## config.mk

```make
export PLATFORM = sky130hd
export DESIGN_NAME = dma2d_walk_engine
export DESIGN_NICKNAME = d
export VERILOG_FILES = /design/src/rtl/dma2d_pkg.sv /design/src/rtl/dma2d_field_map.sv /design/src/rtl/dma2d_stepper.sv /design/src/rtl/dma2d_walk_engine.sv
export SDC_FILE = /design/constraint.sdc
export NUM_CORES = 1
export LEC_CHECK = 0
export BUFFER_PORTS_ARGS = -buffer_cell sky130_fd_sc_hd__buf_2
export CELL_PAD_IN_SITES_DETAIL_PLACEMENT = 1
export CELL_PAD_IN_SITES_GLOBAL_PLACEMENT = 2
export CORE_ASPECT_RATIO = 1.5
export CORE_MARGIN = 5
export CORE_UTILIZATION = 35
export CTS_CLUSTER_SIZE = 16
export DETAILED_ROUTE_END_ITERATION = 10
export GPL_TIMING_DRIVEN = 0
export MAX_ROUTING_LAYER = met4
export PLACE_DENSITY_LB_ADDON = 0.1
export SYNTH_ARGS = -nofsm -noshare
export SYNTH_HDL_FRONTEND = slang
export SYNTH_SLANG_ARGS = --single-unit
```

## constraint.sdc

```tcl
create_clock -name clk -period 10.25 [get_ports clk]
set_input_delay 2.05 -clock clk [delete_from_list [all_inputs] [get_ports clk]]
set_output_delay 2.05 -clock clk [all_outputs]
set_load 0.005 [all_outputs]
```

## src/rtl/dma2d_pkg.sv

```systemverilog
package dma2d_pkg;

    localparam int ADDR_W = 32;
    localparam int HALF_W = 16;
    localparam int IDX_W  = 4;

    localparam logic [3:0] FLOW_STOP  = 4'd0;
    localparam logic [3:0] FLOW_AUTO  = 4'd1;
    localparam logic [3:0] FLOW_ARRAY = 4'd4;
    localparam logic [3:0] FLOW_SMALL = 4'd6;
    localparam logic [3:0] FLOW_LARGE = 4'd7;

    localparam logic [1:0] IRQ_UNIT = 2'd2;
    localparam logic [1:0] IRQ_ROW  = 2'd3;

    typedef enum logic [2:0] {
        ST_IDLE,
        ST_LOAD,
        ST_RUN,
        ST_FETCH,
        ST_HALT
    } eng_state_e;

    // positions follow the large descriptor layout; other forms map onto it
    typedef enum logic [3:0] {
        FLD_LINK_LO,
        FLD_LINK_HI,
        FLD_START_LO,
        FLD_START_HI,
        FLD_CFG,
        FLD_XLEN,
        FLD_XSTEP,
        FLD_YLEN,
        FLD_YSTEP,
        FLD_NONE
    } desc_field_e;

    typedef struct packed {
        eng_state_e          st;
        logic [HALF_W-1:0]   cfg;
        logic [ADDR_W-1:0]   start;
        logic [ADDR_W-1:0]   link;
        logic [HALF_W-1:0]   xlen;
        logic [HALF_W-1:0]   xstep;
        logic [HALF_W-1:0]   ylen;
        logic [HALF_W-1:0]   ystep;
        logic [ADDR_W-1:0]   dptr;
        logic [IDX_W-1:0]    fidx;
        logic [IDX_W-1:0]    ftot;
        logic [3:0]          fflow;
        logic [ADDR_W-1:0]   addr;
        logic [HALF_W-1:0]   cx;
        logic [HALF_W-1:0]   cy;
        logic                unit_done;
        logic                row_done;
        logic                irq;
    } eng_regs_s;

    function automatic logic is_fetch_flow(input logic [3:0] f);
        return (f == FLOW_ARRAY) || (f == FLOW_SMALL) || (f == FLOW_LARGE);
    endfunction

endpackage

```

## src/rtl/dma2d_field_map.sv

```systemverilog
module dma2d_field_map
    import dma2d_pkg::*;
#(
    parameter int IW = IDX_W
) (
    input  logic [3:0]    flow,
    input  logic [IW-1:0] idx,
    output desc_field_e   field
);
    localparam int PW = IW + 1;

    logic [PW-1:0] pos;
    logic [PW-1:0] skip;

    always_comb begin
        if (flow == FLOW_ARRAY)
            skip = PW'(2);
        else if ((flow == FLOW_SMALL) && (idx != '0))
            skip = PW'(1);
        else
            skip = '0;
        pos = {1'b0, idx} + skip;
        if (pos > PW'(FLD_YSTEP))
            field = FLD_NONE;
        else
            field = desc_field_e'(pos[3:0]);
    end

endmodule

```

## src/rtl/dma2d_stepper.sv

```systemverilog
module dma2d_stepper #(
    parameter int AW = 32,
    parameter int CW = 16
) (
    input  logic          two_d,
    input  logic [AW-1:0] addr,
    input  logic [CW-1:0] cx,
    input  logic [CW-1:0] cy,
    input  logic [CW-1:0] xlen,
    input  logic [CW-1:0] xstep,
    input  logic [CW-1:0] ystep,
    output logic [AW-1:0] next_addr,
    output logic [CW-1:0] next_cx,
    output logic [CW-1:0] next_cy,
    output logic          row_end,
    output logic          unit_end
);
    localparam int EXT = AW - CW;

    logic [AW-1:0] xs_ext;
    logic [AW-1:0] ys_ext;
    logic          last_row;

    always_comb begin
        xs_ext   = {{EXT{xstep[CW-1]}}, xstep};
        ys_ext   = {{EXT{ystep[CW-1]}}, ystep};
        row_end  = (cx == CW'(1));
        last_row = !two_d || (cy == CW'(1));
        unit_end = row_end && last_row;
        if (row_end) begin
            next_addr = addr + ys_ext;
            next_cx   = xlen;
            next_cy   = cy - CW'(1);
        end else begin
            next_addr = addr + xs_ext;
            next_cx   = cx - CW'(1);
            next_cy   = cy;
        end
    end

endmodule

```

## src/rtl/dma2d_walk_engine.sv

```systemverilog
module dma2d_walk_engine
    import dma2d_pkg::*;
(
    input  logic              clk,
    input  logic              rst_n,
    input  logic              enable,
    input  logic [HALF_W-1:0] cfg_in,
    input  logic [ADDR_W-1:0] start_in,
    input  logic [ADDR_W-1:0] link_in,
    input  logic [HALF_W-1:0] x_len_in,
    input  logic [HALF_W-1:0] x_step_in,
    input  logic [HALF_W-1:0] y_len_in,
    input  logic [HALF_W-1:0] y_step_in,
    input  logic              elem_take,
    input  logic              rd_gnt,
    input  logic [HALF_W-1:0] rd_data,
    output logic              rd_req,
    output logic [ADDR_W-1:0] rd_addr,
    output logic              elem_valid,
    output logic [ADDR_W-1:0] elem_addr,
    output logic              elem_write,
    output logic [1:0]        elem_width,
    output logic [HALF_W-1:0] cur_x_left,
    output logic [HALF_W-1:0] cur_y_left,
    output logic              unit_done,
    output logic              row_done,
    output logic              irq
);
    localparam logic [ADDR_W-1:0] HALF_BYTES = ADDR_W'(HALF_W / 8);

    eng_regs_s q, d;

    // config field views of the active work unit
    logic [3:0] flow_q;
    logic [3:0] nhalf_q;
    logic [1:0] irq_sel_q;
    logic       two_d_q;

    assign flow_q    = q.cfg[15:12];
    assign nhalf_q   = q.cfg[11:8];
    assign irq_sel_q = q.cfg[7:6];
    assign two_d_q   = q.cfg[4];

    desc_field_e fld;

    dma2d_field_map #(.IW(IDX_W)) u_map (
        .flow  (q.fflow),
        .idx   (q.fidx),
        .field (fld)
    );

    logic [ADDR_W-1:0] w_addr;
    logic [HALF_W-1:0] w_cx, w_cy;
    logic              w_row_end, w_unit_end;

    dma2d_stepper #(.AW(ADDR_W), .CW(HALF_W)) u_step (
        .two_d     (two_d_q),
        .addr      (q.addr),
        .cx        (q.cx),
        .cy        (q.cy),
        .xlen      (q.xlen),
        .xstep     (q.xstep),
        .ystep     (q.ystep),
        .next_addr (w_addr),
        .next_cx   (w_cx),
        .next_cy   (w_cy),
        .row_end   (w_row_end),
        .unit_end  (w_unit_end)
    );

    always_comb begin
        d           = q;
        d.unit_done = 1'b0;
        d.row_done  = 1'b0;
        d.irq       = 1'b0;
        case (q.st)
            ST_IDLE: begin
                if (enable) begin
                    d.cfg   = cfg_in;
                    d.start = start_in;
                    d.link  = link_in;
                    d.dptr  = link_in;
                    d.xlen  = x_len_in;
                    d.xstep = x_step_in;
                    d.ylen  = y_len_in;
                    d.ystep = y_step_in;
                    d.cx    = '0;
                    d.cy    = '0;
                    if (is_fetch_flow(cfg_in[15:12]) && (cfg_in[11:8] != '0)) begin
                        d.st    = ST_FETCH;
                        d.fidx  = '0;
                        d.ftot  = cfg_in[11:8];
                        d.fflow = cfg_in[15:12];
                    end else begin
                        d.st = ST_LOAD;
                    end
                end
            end
            ST_LOAD: begin
                d.addr = q.start;
                d.cx   = q.xlen;
                d.cy   = q.ylen;
                d.st   = ST_RUN;
            end
            ST_RUN: begin
                if (elem_take) begin
                    if (!w_unit_end) begin
                        d.addr = w_addr;
                        d.cx   = w_cx;
                        d.cy   = w_cy;
                        if (w_row_end) begin
                            d.row_done = 1'b1;
                            d.irq      = (irq_sel_q == IRQ_ROW);
                        end
                    end else begin
                        d.unit_done = 1'b1;
                        d.row_done  = two_d_q;
                        d.irq       = (irq_sel_q == IRQ_UNIT) || (irq_sel_q == IRQ_ROW);
                        d.cx        = '0;
                        d.cy        = '0;
                        if (flow_q == FLOW_AUTO) begin
                            d.st = ST_LOAD;
                        end else if (is_fetch_flow(flow_q)) begin
                            if (nhalf_q == '0) begin
                                d.st = ST_LOAD;
                            end else begin
                                d.st    = ST_FETCH;
                                d.fidx  = '0;
                                d.ftot  = nhalf_q;
                                d.fflow = flow_q;
                                d.dptr  = (flow_q == FLOW_ARRAY) ? q.dptr : q.link;
                            end
                        end else begin
                            d.st = ST_HALT;
                        end
                    end
                end
            end
            ST_FETCH: begin
                if (rd_gnt) begin
                    d.dptr = q.dptr + HALF_BYTES;
                    d.fidx = q.fidx + IDX_W'(1);
                    case (fld)
                        FLD_LINK_LO:  d.link[HALF_W-1:0]        = rd_data;
                        FLD_LINK_HI:  d.link[ADDR_W-1:HALF_W]   = rd_data;
                        FLD_START_LO: d.start[HALF_W-1:0]       = rd_data;
                        FLD_START_HI: d.start[ADDR_W-1:HALF_W]  = rd_data;
                        FLD_CFG:      d.cfg                     = rd_data;
                        FLD_XLEN:     d.xlen                    = rd_data;
                        FLD_XSTEP:    d.xstep                   = rd_data;
                        FLD_YLEN:     d.ylen                    = rd_data;
                        FLD_YSTEP:    d.ystep                   = rd_data;
                        default:      ;
                    endcase
                    if (q.fidx == (q.ftot - IDX_W'(1)))
                        d.st = ST_LOAD;
                end
            end
            ST_HALT: ;
            default: d.st = ST_IDLE;
        endcase
        if (!enable)
            d.st = ST_IDLE;
    end

    always_ff @(posedge clk or negedge rst_n) begin
        if (!rst_n) begin
            q <= '{st: ST_IDLE, default: '0};
        end else begin
            q <= d;
        end
    end

    assign rd_req     = (q.st == ST_FETCH);
    assign rd_addr    = q.dptr;
    assign elem_valid = (q.st == ST_RUN);
    assign elem_addr  = q.addr;
    assign elem_write = q.cfg[1];
    assign elem_width = q.cfg[3:2];
    assign cur_x_left = q.cx;
    assign cur_y_left = q.cy;
    assign unit_done  = q.unit_done;
    assign row_done   = q.row_done;
    assign irq        = q.irq;

    AST_X_STEP: assert property (@(posedge clk) disable iff (!rst_n)
        (elem_valid && elem_take && (cur_x_left > 16'd1))
        |=> (elem_addr == $past(elem_addr) + {{(ADDR_W-HALF_W){$past(q.xstep[HALF_W-1])}}, $past(q.xstep)}))
        else $error("row step not applied");

    AST_DONE_PULSE: assert property (@(posedge clk) disable iff (!rst_n)
        unit_done |=> !unit_done)
        else $error("unit end longer than one cycle");

    AST_ROW_ONLY_2D: assert property (@(posedge clk) disable iff (!rst_n)
        row_done |-> two_d_q)
        else $error("row event in linear mode");

    AST_IRQ_SELECTED: assert property (@(posedge clk) disable iff (!rst_n)
        irq |-> irq_sel_q[1])
        else $error("interrupt while not selected");

    AST_STOP_HOLDS: assert property (@(posedge clk) disable iff (!rst_n)
        (unit_done && (flow_q == FLOW_STOP)) |-> !elem_valid)
        else $error("element after stop");

    AST_FETCH_ORDER: assert property (@(posedge clk) disable iff (!rst_n)
        (rd_req && rd_gnt) |=> (!rd_req || (rd_addr == $past(rd_addr) + HALF_BYTES)))
        else $error("descriptor halfwords out of order");

    AST_DISABLE_QUIET: assert property (@(posedge clk) disable iff (!rst_n)
        !enable |=> (!elem_valid && !rd_req))
        else $error("activity while disabled");

endmodule

```

* After elaboration in Yosys (flattened, before gate mapping)
Cells that the tools add are included.
** Cells by class
- Multiplexer cells :: 45
- Magnitude comparators :: 1
- Reductions and logical operators :: 36
- Add/sub/neg operators :: 8
- Eq/ne operators :: 51
** Operators by type and width (number)
- $pmux 144 s2 :: 1
- $mux 191 :: 1
- $mux 183 :: 1
- $mux 16 :: 11
- $mux 44 :: 4
- $mux 32 :: 5
- $mux 111 :: 1
- $pmux 36 s3 :: 1
- $pmux 32 s3 :: 1
- $add 32x32->32 :: 2
- $pmux 32 s2 :: 1
- $eq 4x3->1 const B :: 12
- $reduce_and 4->1 :: 10
- $add 32x2->32 const B :: 1
- $eq 16x1->1 const B :: 2
- $sub 16x1->16 const B :: 2
- $ne 2x1->1 const B :: 11
- $mux 3 :: 7
- $ne 2x2->1 const B :: 9
- $reduce_and 9->1 :: 2
- $pmux 8 s2 :: 1
- $pmux 3 s5 :: 1
- $mux 12 :: 1
- $eq 4x1->1 const B :: 2
- 29 further kinds :: 51
** Storage, ports and cells
- Logic and storage cells :: 161
- Output and inout bits :: 104
- Bits in registers :: 258

* Depth between registers and ports, before layout
Gate-level depths: netlist of run 1.
- Depth in word-level cells :: 12
- Gate-level depth with buffers :: 19

* By module
From an unflattened synthesis of run 1, not the netlist that was laid out.
** Unflattened totals
- Cells, all modules :: 1865
- Area, all modules :: 15821.4 um2
** Modules (own cells, without submodules)
- dma2d_walk_engine :: cells an instance 1417, area an instance 12924.9 um2, seq. area each 6406.1 um2, instances 1
- dma2d_stepper :: cells an instance 422, area an instance 2717.6 um2, seq. area each 0.0 um2, instances 1
- dma2d_field_map :: cells an instance 26, area an instance 178.9 um2, seq. area each 0.0 um2, instances 1

* Worst setup path before layout of run 1
Ideal clock, no wire load.
- Path kind :: reg-to-reg
- From :: reg q (netlist bit cur_x_left[7])
- To :: reg q (netlist bit elem_addr[30])
- Slack :: 5832 ps
- Library setup time :: 122 ps
- Required time :: 10128 ps
- Arrival :: 4296 ps
- Period minus slack after synthesis :: 4418 ps
- Stages on the path, launching flop included :: 19
- Buffers on the path :: 3
- Cells stage by stage :: dfrtp_1 > or4_4 > nor2b_2 > and3_1 > buf_2 > clkbuf_1 > buf_1 > nand2_1 > nand2_1 > fa_1 > nand3_1 > a2111oi_0 > nor3_1 > o31ai_1 > a21oi_1 > o31a_1 > mux2_2 > a21oi_1 > nor3_1
** Between the ends
- Word-level cells in the longest chain between the ends :: 5
** Ends and longest elaborated chain
- from (decl) :: RTL line dma2d_walk_engine.sv:31 : eng_regs_s q, d;
- from (signal assigned) :: RTL line dma2d_walk_engine.sv:168 : q <= '{st: ST_IDLE, default: '0};
- from (signal assigned) :: RTL line dma2d_walk_engine.sv:170 : q <= d;
- $eq 16x1->1 * :: RTL line dma2d_stepper.sv:27 : row_end = (cx == CW'(1));
- $mux 32 :: RTL line dma2d_stepper.sv:30 : if (row_end) begin
- $mux 32 :: RTL line dma2d_walk_engine.sv:107 : if (!w_unit_end) begin
- $mux 111 :: RTL line dma2d_walk_engine.sv:106 : if (elem_take) begin
- $pmux 32 s2 :: RTL line dma2d_walk_engine.sv:76 : case (q.st)
Every way passes the cells marked *; elsewhere a longest branch is shown, timed or not. The select of a mux whose other input is x is not followed.
A chain may end at the register's enable or synchronous reset.

* Final worst setup path of run 1
- From :: reg q[257] in the netlist's numbering
- To :: out rd_req
** Between the ends
- Word-level cells in the longest chain between the ends :: 1
** Ends and longest elaborated chain
- $eq 3x2->1 :: RTL line dma2d_walk_engine.sv:174 : assign rd_req = (q.st == ST_FETCH);
- to (decl) :: RTL line dma2d_walk_engine.sv:17 : output logic rd_req,
No other way between the ends.

==> results.cfg, run 1 <==
[status]
status = finished, final reports clean

[pwr]
ir_worst_vdd_mv = 0.172
switching_power_mw = 2.72
p_sw_share_pct = 44.8
pwr-share-comb_pct = 50.7
seq_power_share_pct = 30.4
leakage_nw = 8.56
internal-power_mw = 3.35
clkPwrFrac_pct = 18.9
power_density_mw_per_mm2 = 327

[clock_network]
post_cts_buffers = 0
holdBufCountCts = 0
clockBufferDepth = 3
cts_tree = yes
cts-root-buf = clkbuf_16
cts_resized = 0
cts_made_buffers = 29
clk_latency_ns = 0.57
cts.clk_slew.worst_paths_ns = 0.07
clock_sinks = 256
htreeDepth = 1

[global_route]
use_met1_pct = 32.1
grt.busiest_layer = met2
use_met2_pct = 49.0
antenna_found_initial = 7
overflow = 0
grt_start_max_net_pins = 91
grt_use_total_pct = 27.8
grt_pass1_wl_um = 101000
gr-usage-met3_pct = 3.57
grt_pass1_vias = 16395

[setup_path]
cpMostUsedCell = clkbuf_1
path_cells = clkbuf_1, nor2_1, nand2_1, inv_1, clkbuf_1, buf_1, buf_2
critical_path_class = register to output port
worstPathArrival_ns = 4.39
worst_setup_path_start_kind = register
required_ns = 8.20
r2r_slack_ns = 4.29
cp_slowest_cell = clkbuf_1
cp_max_fo = 10
worstSetupEndpointType = output port
critical-path-max-stage-delay_ns = 0.74

[sta]
fin_ws_ns = 3.81
drv_slew = 0
finalCriticalPeriod_ns = 6.44
rsz0062_at_grt = no
period_share_pct = 62.9
finalSetupViolCount = 0
max_freq_ghz = 0.155
hold_viol = 0
skew_ns = 0.0145
tightest_slew_ns = 1.32
totalNegativeSetupSlack_ns = 0
relSlewSlack_pct = 12.1

[layout]
final_common_cell = buf_2
layout-drive-gt1-share_pct = 20.2
syn2layout_area_growth_pct = 20.5
n_fill_cell = 5438
final_nets = 2386
final_area_mm2 = 0.0186
final_cell_mix = 269 x buf_2, 268 x nand2_1, 256 x dfrtp_1, 247 x a21oi_1, 205 x o21ai_0

[synth]
synthTopCellsByArea = dfrtp_1 42%, a21oi_1 8.0%, o21ai_0 6.7%, nand2_1 6.5%, buf_4 4.8%
synth_area_mm2 = 0.0154
synth_edf_count = 0
syn_inst = 1872
synth_nets = 2087
synth_flop_cell = dfrtp_1
ys_seq_elements = 256
yosysTopAreaCell = dfrtp_1
yosysTopAreaCellShare_pct = 41.6
synth-seq-area-share_pct = 41.6
syn_avg_cell_area_um2 = 8.23
synthArstFlopShare_pct = 100
synth.distinct_cells = 73
yosys_warnings = 0

[routing]
drt_iter0_drc = 878
final_antenna_net_count = 0
wl_per_cell_um = 24.4
firstDrtPassIters = 5
routed_wirelength_um = 67800
post-route-drc-count = 0
vias_per_cell = 5.56
vias = 15436

[floorplanning]
die_h_um = 267
die_w_um = 181
pin_count = 269
start_util_pct = 35.2
core_mm2 = 0.0438
die_area_mm2 = 0.0484
core.rowCount = 94

[place]
placed_area_mm2 = 0.0175
dpl.hpwl_um = 51300
place_ws_ns = 4.23
io_buffer_count = 266
place_congestion = 0.914

[worst_hold_path]
hp-class = register to register

[flow_run]
cap_violations = 0
==> cells in the mapped netlist, drive strengths merged, types with 26 or more instances <==
library cell / instances
o21ai: 242
ha: 48
nand2: 268
and3: 36
buf: 120
dfrtp: 256
clkbuf: 105
xor2: 27
nor3: 27
a22oi: 45
a21oi: 251
nor2: 146
inv: 26
a31oi: 47
==> metrics by stage <==
stage / std cells / power [mW] / hold slack [ns] / util, %
5_1_grt: 2776 / 6.50 / 0.500 / 42.4
2_1_floorplan: 1872 / 3.82 / 0.430 / -
3_3_place_gp: 2714 / 4.84 / 0.445 / 39.9
3_5_place_dp: 2716 / 4.92 / 0.467 / 40.1
4_1_cts: 2769 / 6.09 / 0.481 / 42.4
6_report: 2776 / 6.07 / 0.471 / 42.4
==> power by group through the flow <==
stage	registers [mW]	clock network (mW)	logic, mW
2_1_floorplan	1.71	0	2.11
3_3_place_gp	1.84	0	3.00
3_5_place_dp	1.86	0	3.07
4_1_cts	1.84	1.16	3.09
5_1_grt	1.90	1.20	3.40
6_report	1.85	1.14	3.08
==> state kept, by name, indices dropped and copies added (netlist names) <==
name / cells
cur_x_left: 16
cur_y_left: 16
elem_addr: 32
elem_width: 2
elem_write: 1
flow_q: 4
irq: 1
irq_sel_q: 2
nhalf_q: 4
q: 144
rd_addr: 32
row_done: 1
unit_done: 1
==> critical path: cells and delay by family, from the launching register on <==
kind | cells | cell delay, ns
buffers and inverters | 5 | 2.25
flip-flops | 1 | 0.39
AND/OR/NAND/NOR | 2 | 1.15
==> kinds of logic (layout without fill, tap and decap cells) <==
group | after synthesis | after routing | synth area share, %
DFF | 256 | 256 | 41.6
other | 0 | 7 | 0
xor gates and xnor gates | 45 | 45 | 2.56
adders and majority gates | 50 | 50 | 4.16
and+or+nand+nor | 572 | 572 | 16.4
buffers and inverters | 251 | 572 | 8.74
AOI/OAI and AO/OA | 695 | 695 | 26.4
muxes | 3 | 3 | 0.203
==> per-layer routing <==
layer,vias up,routed length (µm)
met2,433,34400
met1,7683,27500
met5,-,0
met4,0,3030
li1,7177,-
met3,143,2820
==> worst paths after layout <==
path,startpoint,to,depth (start not counted)
max,q[257]$_DFFE_PN0P_,rd_req,7
min,q[69]$_DFFE_PN0P_,q[69]$_DFFE_PN0P_,1
max reg2reg,cur_x_left[2]$_DFFE_PN0P_,elem_addr[30]$_DFFE_PN0P_,18
min reg2reg,q[69]$_DFFE_PN0P_,q[69]$_DFFE_PN0P_,1
max in group asynchronous,rst_n,elem_addr[17]$_DFFE_PN0P_,2
min in group asynchronous,rst_n,elem_width[0]$_DFFE_PN0P_,1
==> layout make-up <==
type / count / area [µm²] / share of cell area, %
Buffer: 225 / 1250 / 6.73
Timing Repair Buffer: 268 / 1400 / 7.52
Tap cell: 576 / 721 / 3.88
Clock inverter: 17 / 229 / 1.23
Inverter: 26 / 97.6 / 0.526
Antenna cell: 7 / 17.5 / 0.0943
Clock buffer: 36 / 792 / 4.27
Multi-Input combinational cell: 1365 / 7660 / 41.2
Sequential cell: 256 / 6410 / 34.5
No activity file was read; power rests on OpenSTA's default activity.
==> run 2: changes to the inputs <==
--- a/config.mk
+++ b/config.mk
@@ -10,7 +10,7 @@
 export CELL_PAD_IN_SITES_GLOBAL_PLACEMENT = 2
 export CORE_ASPECT_RATIO = 1.5
 export CORE_MARGIN = 5
-export CORE_UTILIZATION = 35
+export CORE_UTILIZATION = 34
 export CTS_CLUSTER_SIZE = 16
 export DETAILED_ROUTE_END_ITERATION = 10
 export GPL_TIMING_DRIVEN = 0
==> constraint.sdc (replaced) <==
create_clock -name clk -period 6.46 [get_ports clk]
set_input_delay 1.292 -clock clk [delete_from_list [all_inputs] [get_ports clk]]
set_output_delay 1.292 -clock clk [all_outputs]
set_load 0.005 [all_outputs]
==> run 2 against run 1 <==
  * Cell area fell by 0.28%
  * Global-route usage fell by 0.40 points
  * Clock skew up 0.0070 ns
  * Combinational power is 59% higher
  * Setup slack worse by 3.3 ns
  * Utilization decreased by 1.1 points
  * Register-to-register slack worse by 3.7 ns
  * Critical endpoint is now elem_addr[30]$_DFFE_PN0P_
==> results.cfg, run 2 (same netlist as run 1, synthesis figures left out) <==
[status]
status = finished, final reports clean

[worst_hold_path]
hold_depth = 1
hp-class = register to register

[routing]
post-route-drc-count = 0
final_antenna_net_count = 0
vias_per_cell = 5.56
drt_iter0_drc = 857
routed_wirelength_um = 68200
wl_per_cell_um = 24.5
firstDrtPassIters = 5
vias = 15465

[sta]
fin_ws_ns = 0.557
finalSetupViolCount = 0
relSlewSlack_pct = 13.6
finalCriticalPeriod_ns = 5.90
max_freq_ghz = 0.169
skew_ns = 0.0215
tightest_slew_ns = 1.30
rsz0062_at_grt = no
period_share_pct = 91.4
drv_slew = 0
totalNegativeSetupSlack_ns = 0
holdWs_ns = 0.472
hold_viol = 0

[layout]
final_cell_mix = 269 x buf_2, 268 x nand2_1, 256 x dfrtp_1, 247 x a21oi_1, 205 x o21ai_0
syn2layout_area_growth_pct = 20.1
final_nets = 2386
final_common_cell = buf_2
largest_register_ffs = 144
top_register = q
layout-drive-gt1-share_pct = 20.0
final_area_mm2 = 0.0185

[setup_path]
cp.depth = 18
path_cells = nor4_1, nor2b_1, and3_1, buf_2, clkbuf_1, buf_1, nand2_1, nand2_1, fa_1, nand3_1, a2111oi_0, nor3_1, o31ai_1, a21oi_1, o31a_1, mux2_2, a21oi_1, nor3_1
crit_start = cur_x_left[2]$_DFFE_PN0P_
path_buf_inv = 3
r2r_slack_ns = 0.56
cp_top_family = compound AO/OA/AOI/OAI gates
cp_slowest_cell = o31ai_1
crit_end = elem_addr[30]$_DFFE_PN0P_
r2r_cells = 18
critical_path_class = register to register
worstSetupEndpointType = register
worstPathArrival_ns = 6.36
required_ns = 6.91
cp_max_fo = 10
r2r-end = elem_addr[30]$_DFFE_PN0P_
critical-path-max-stage-delay_ns = 0.57
worst_setup_path_start_kind = register
r2r-start = cur_x_left[2]$_DFFE_PN0P_

[clock_network]
holdBufCountCts = 0
cts-root-buf = clkbuf_16
post_cts_buffers = 0
clk_latency_ns = 0.58
cts_tree = yes
clock_sinks = 256
clockBufferDepth = 3
cts_made_buffers = 29
cts_resized = 0
cts.clk_slew.worst_paths_ns = 0.06
htreeDepth = 1

[pwr]
seq_power_share_pct = 30.8
p_sw_share_pct = 45.1
clkPwrFrac_pct = 18.0
p_total_mw = 9.54
internal-power_mw = 5.24
power_density_mw_per_mm2 = 515
switching_power_mw = 4.30
pwr-share-comb_pct = 51.3
ir_worst_vdd_mv = 0.193
leakage_nw = 8.54

[floorplanning]
core_mm2 = 0.0448
die_h_um = 271
die_w_um = 184
pin_count = 269
die_area_mm2 = 0.0498
start_util_pct = 34.4
core.rowCount = 95

[global_route]
grt_use_total_pct = 27.4
overflow = 0
grt_pass1_vias = 16825
grt_start_max_net_pins = 107
grt_pass1_wl_um = 102000
antenna_found_initial = 11

[place]
placed_area_mm2 = 0.0175
io_buffer_count = 266
dpl.hpwl_um = 51900
place_congestion = 0.878
place_ws_ns = 0.452

[flow_run]
cap_violations = 0
## run 2: power by group through the flow
stage	clock network [mW]	logic [mW]	registers, mW
final	1.72	4.89	2.93
after global placement	0	4.75	2.93
after CTS	1.76	4.92	2.93
after global routing	1.81	5.41	3.02
after detailed placement	0	4.89	2.95
after floorplan	0	3.35	2.71
## run 2: layout make-up
class | instances | area [µm²]
fillers | 5604 | 26300
multi-input cells | 1365 | 7660
flip-flops and latches | 256 | 6410
repair buffers | 268 | 1400
plain buffers | 225 | 1250
clock buffers | 43 | 868
well taps | 582 | 728
inverters | 26 | 97.6
clock inverters | 6 | 80.1
diodes | 12 | 30.0
## run 2: worst min-delay path by stage
stage	slack, ns	end	startpoint
after floorplan	0.43	q[69]$_DFFE_PN0P_	q[69]$_DFFE_PN0P_
after global placement	0.44	q[69]$_DFFE_PN0P_	q[69]$_DFFE_PN0P_
after detailed placement	0.46	q[69]$_DFFE_PN0P_	q[69]$_DFFE_PN0P_
after CTS	0.47	q[69]$_DFFE_PN0P_	q[69]$_DFFE_PN0P_
after global routing	0.50	q[145]$_DFFE_PN0P_	q[145]$_DFFE_PN0P_
final	0.47	q[69]$_DFFE_PN0P_	q[69]$_DFFE_PN0P_
## run 2: through the flow
| stage | std cells | util (%) |
|---|---|---|
| 6_report | 2783 | 41.3 |
| 5_1_grt | 2782 | 41.3 |
| 4_1_cts | 2771 | 41.2 |
| 3_5_place_dp | 2722 | 39.1 |
| 3_3_place_gp | 2720 | 39.0 |
| 2_1_floorplan | 1872 | - |
## run 2: routing by layer
layer	vias up	part of all wire [%]	track usage, %
li1	7189	-	-
met1	7709	40	30.9
met2	424	52	48.4
met3	143	4.4	4.14
met4	0	4.4	11.0
met5	-	0	-
==> run 3: changes to the inputs <==
--- a/config.mk
+++ b/config.mk
@@ -9,8 +9,8 @@
 export CELL_PAD_IN_SITES_DETAIL_PLACEMENT = 1
 export CELL_PAD_IN_SITES_GLOBAL_PLACEMENT = 2
 export CORE_ASPECT_RATIO = 1.5
-export CORE_MARGIN = 5
-export CORE_UTILIZATION = 34
+export CORE_MARGIN = 2
+export CORE_UTILIZATION = 35
 export CTS_CLUSTER_SIZE = 16
 export DETAILED_ROUTE_END_ITERATION = 10
 export GPL_TIMING_DRIVEN = 0
==> constraint.sdc (replaced) <==
create_clock -name clk -period 7.3 [get_ports clk]
set_input_delay 1.46 -clock clk [delete_from_list [all_inputs] [get_ports clk]]
set_output_delay 1.46 -clock clk [all_outputs]
set_load 0.005 [all_outputs]
==> run 3 against run 2 <==
  * Wire length shrank 1.7%
  * Sequential power down 12%
  * Setup slack better by 0.85 ns
  * Combinational power is 12% lower
  * Clock skew shrank 0.0083 ns
  * Largest power group unchanged
==> results.cfg, run 3 (same netlist as run 1, synthesis figures left out) <==
[sta]
period_share_pct = 80.7
skew_ns = 0.0132
tightest_slew_ns = 1.31
rsz0062_at_grt = no
hold_viol = 0
finalSetupViolCount = 0
finalCriticalPeriod_ns = 5.89
relSlewSlack_pct = 12.9
drv_slew = 0
max_freq_ghz = 0.170

[pwr]
pwr-share-comb_pct = 51.4
clkPwrFrac_pct = 17.8
power_density_mw_per_mm2 = 455
p_sw_share_pct = 45.0
seq_power_share_pct = 30.9
switching_power_mw = 3.78
internal-power_mw = 4.62
leakage_nw = 8.52
p_total_mw = 8.41
ir_worst_vdd_mv = 0.192

[routing]
post-route-drc-count = 0
drt_iter0_drc = 834
routed_wirelength_um = 67100
vias_per_cell = 5.56
firstDrtPassIters = 5
wl_per_cell_um = 24.2
vias = 15432
final_antenna_net_count = 0

[global_route]
grt_pass1_wl_um = 99900
antenna_found_initial = 12
grt_pass1_vias = 15914
grt_start_max_net_pins = 93
grt_use_total_pct = 29.7
overflow = 0

[layout]
final_common_cell = buf_2
layoutNonFillerInstCount = 2776
final_nets = 2385
top_register = q
syn2layout_area_growth_pct = 19.9
largest_register_ffs = 144
layout-drive-gt1-share_pct = 19.8
final_cell_mix = 269 x buf_2, 268 x nand2_1, 256 x dfrtp_1, 247 x a21oi_1, 205 x o21ai_0

[place]
place_congestion = 0.883
dpl.hpwl_um = 50600
dp.cells = 2716
io_buffer_count = 266

[worst_hold_path]
min_to = q[69]$_DFFE_PN0P_
worstHoldStart = q[69]$_DFFE_PN0P_
hold_depth = 1
hp-class = register to register

[flow_run]
cap_violations = 0

[floorplanning]
pin_count = 269
die_area_mm2 = 0.0458
die_h_um = 261
start_util_pct = 35.3
die_w_um = 175
core_mm2 = 0.0436
core.rowCount = 94

[clock_network]
holdBufCountCts = 0
clock_sinks = 256
clk_latency_ns = 0.57
cts-root-buf = clkbuf_16
cts_tree = yes
cts_resized = 0
post_cts_buffers = 0
cts_made_buffers = 28
clockBufferDepth = 3
htreeDepth = 1
cts.clk_slew.worst_paths_ns = 0.07

[setup_path]
r2r_cells = 18
cp_max_fo = 10
required_ns = 7.75
r2r_slack_ns = 1.41
worstPathArrival_ns = 6.34
worst_setup_path_start_kind = register
r2r-end = elem_addr[30]$_DFFE_PN0P_
r2r-start = cur_x_left[7]$_DFFE_PN0P_
worstSetupEndpointType = register
critical_path_class = register to register

[status]
status = finished, final reports clean
-- run 3: changes by cell type in the layout (fill, tap and decap cells not counted) --
cell        change
bufinv_16       +1
clkbuf_1        +2
clkinvlp_4      +1
clkbuf_8        -5
-- run 3: metal layers --
layer | global-route usage, % | up-vias | share of wire [%]
met3 | 4.01 | 104 | 4.4
li1 | - | 7188 | -
met4 | 9.12 | 0 | 3.1
met1 | 33.6 | 7738 | 40
met2 | 54.0 | 402 | 52
met5 | - | - | 0
-- run 3: worst max-delay path by stage --
stage / startpoint / end / slack, ns / cells past startpoint
finish: cur_x_left[7]$_DFFE_PN0P_ / elem_addr[30]$_DFFE_PN0P_ / 1.41 / 18
global route: cur_x_left[2]$_DFFE_PN0P_ / elem_addr[30]$_DFFE_PN0P_ / 0.71 / 18
CTS: cur_x_left[2]$_DFFE_PN0P_ / elem_addr[30]$_DFFE_PN0P_ / 1.33 / 18
detailed placement: cur_x_left[2]$_DFFE_PN0P_ / elem_addr[30]$_DFFE_PN0P_ / 1.35 / 18
global placement: rst_n / elem_addr[17]$_DFFE_PN0P_ / -0.48 / 1
floorplan: cur_x_left[7]$_DFFE_PN0P_ / elem_addr[30]$_DFFE_PN0P_ / 2.88 / 18
-- run 3: per-stage QoR --
step	hold WS, ns	TNS, ns	cell area [µm²]	setup slack, ns	utilization, %
after floorplan	0.430	0	15400	2.88	-
after global placement	0.444	-112.93	17500	-0.483	40.0
after detailed placement	0.462	0	17500	1.35	40.2
after CTS	0.478	0	18500	1.33	42.3
after global routing	0.494	0	18500	0.709	42.4
final	0.468	0	18500	1.41	42.4
-- run 3: power by group through the flow --
stage | clock (mW) | combinational [mW] | sequential, mW
floorplan | 0 | 2.96 | 2.40
global placement | 0 | 4.19 | 2.58
detailed placement | 0 | 4.30 | 2.60
CTS | 1.52 | 4.33 | 2.58
global route | 1.57 | 4.81 | 2.67
finish | 1.49 | 4.32 | 2.59
-- run 3: layout make-up --
class,instances,area [µm²]
multi-input cells,1365,7660
well taps,576,721
clock inverters,8,118
clock buffers,40,807
flip-flops and latches,256,6410
repair buffers,268,1400
plain buffers,225,1250
diodes,12,30.0
inverters,26,97.6
fillers,5407,25200
-- run 3: worst max-delay path, cell delays in order (launching register included) --
cell and delay, ns:
dfrtp_1 0.50, or4_4 0.61, nor2b_2 0.23, and3_1 0.18, buf_2 0.25, clkbuf_1 0.52, buf_1 0.43, nand2_1 0.12
nand2_1 0.14, fa_1 0.24, nand3_1 0.14, a2111oi_0 0.45, nor3_1 0.20, o31ai_1 0.59, a21oi_1 0.26, o31a_1 0.42
mux2_2 0.29, a21oi_1 0.13, nor3_1 0.08
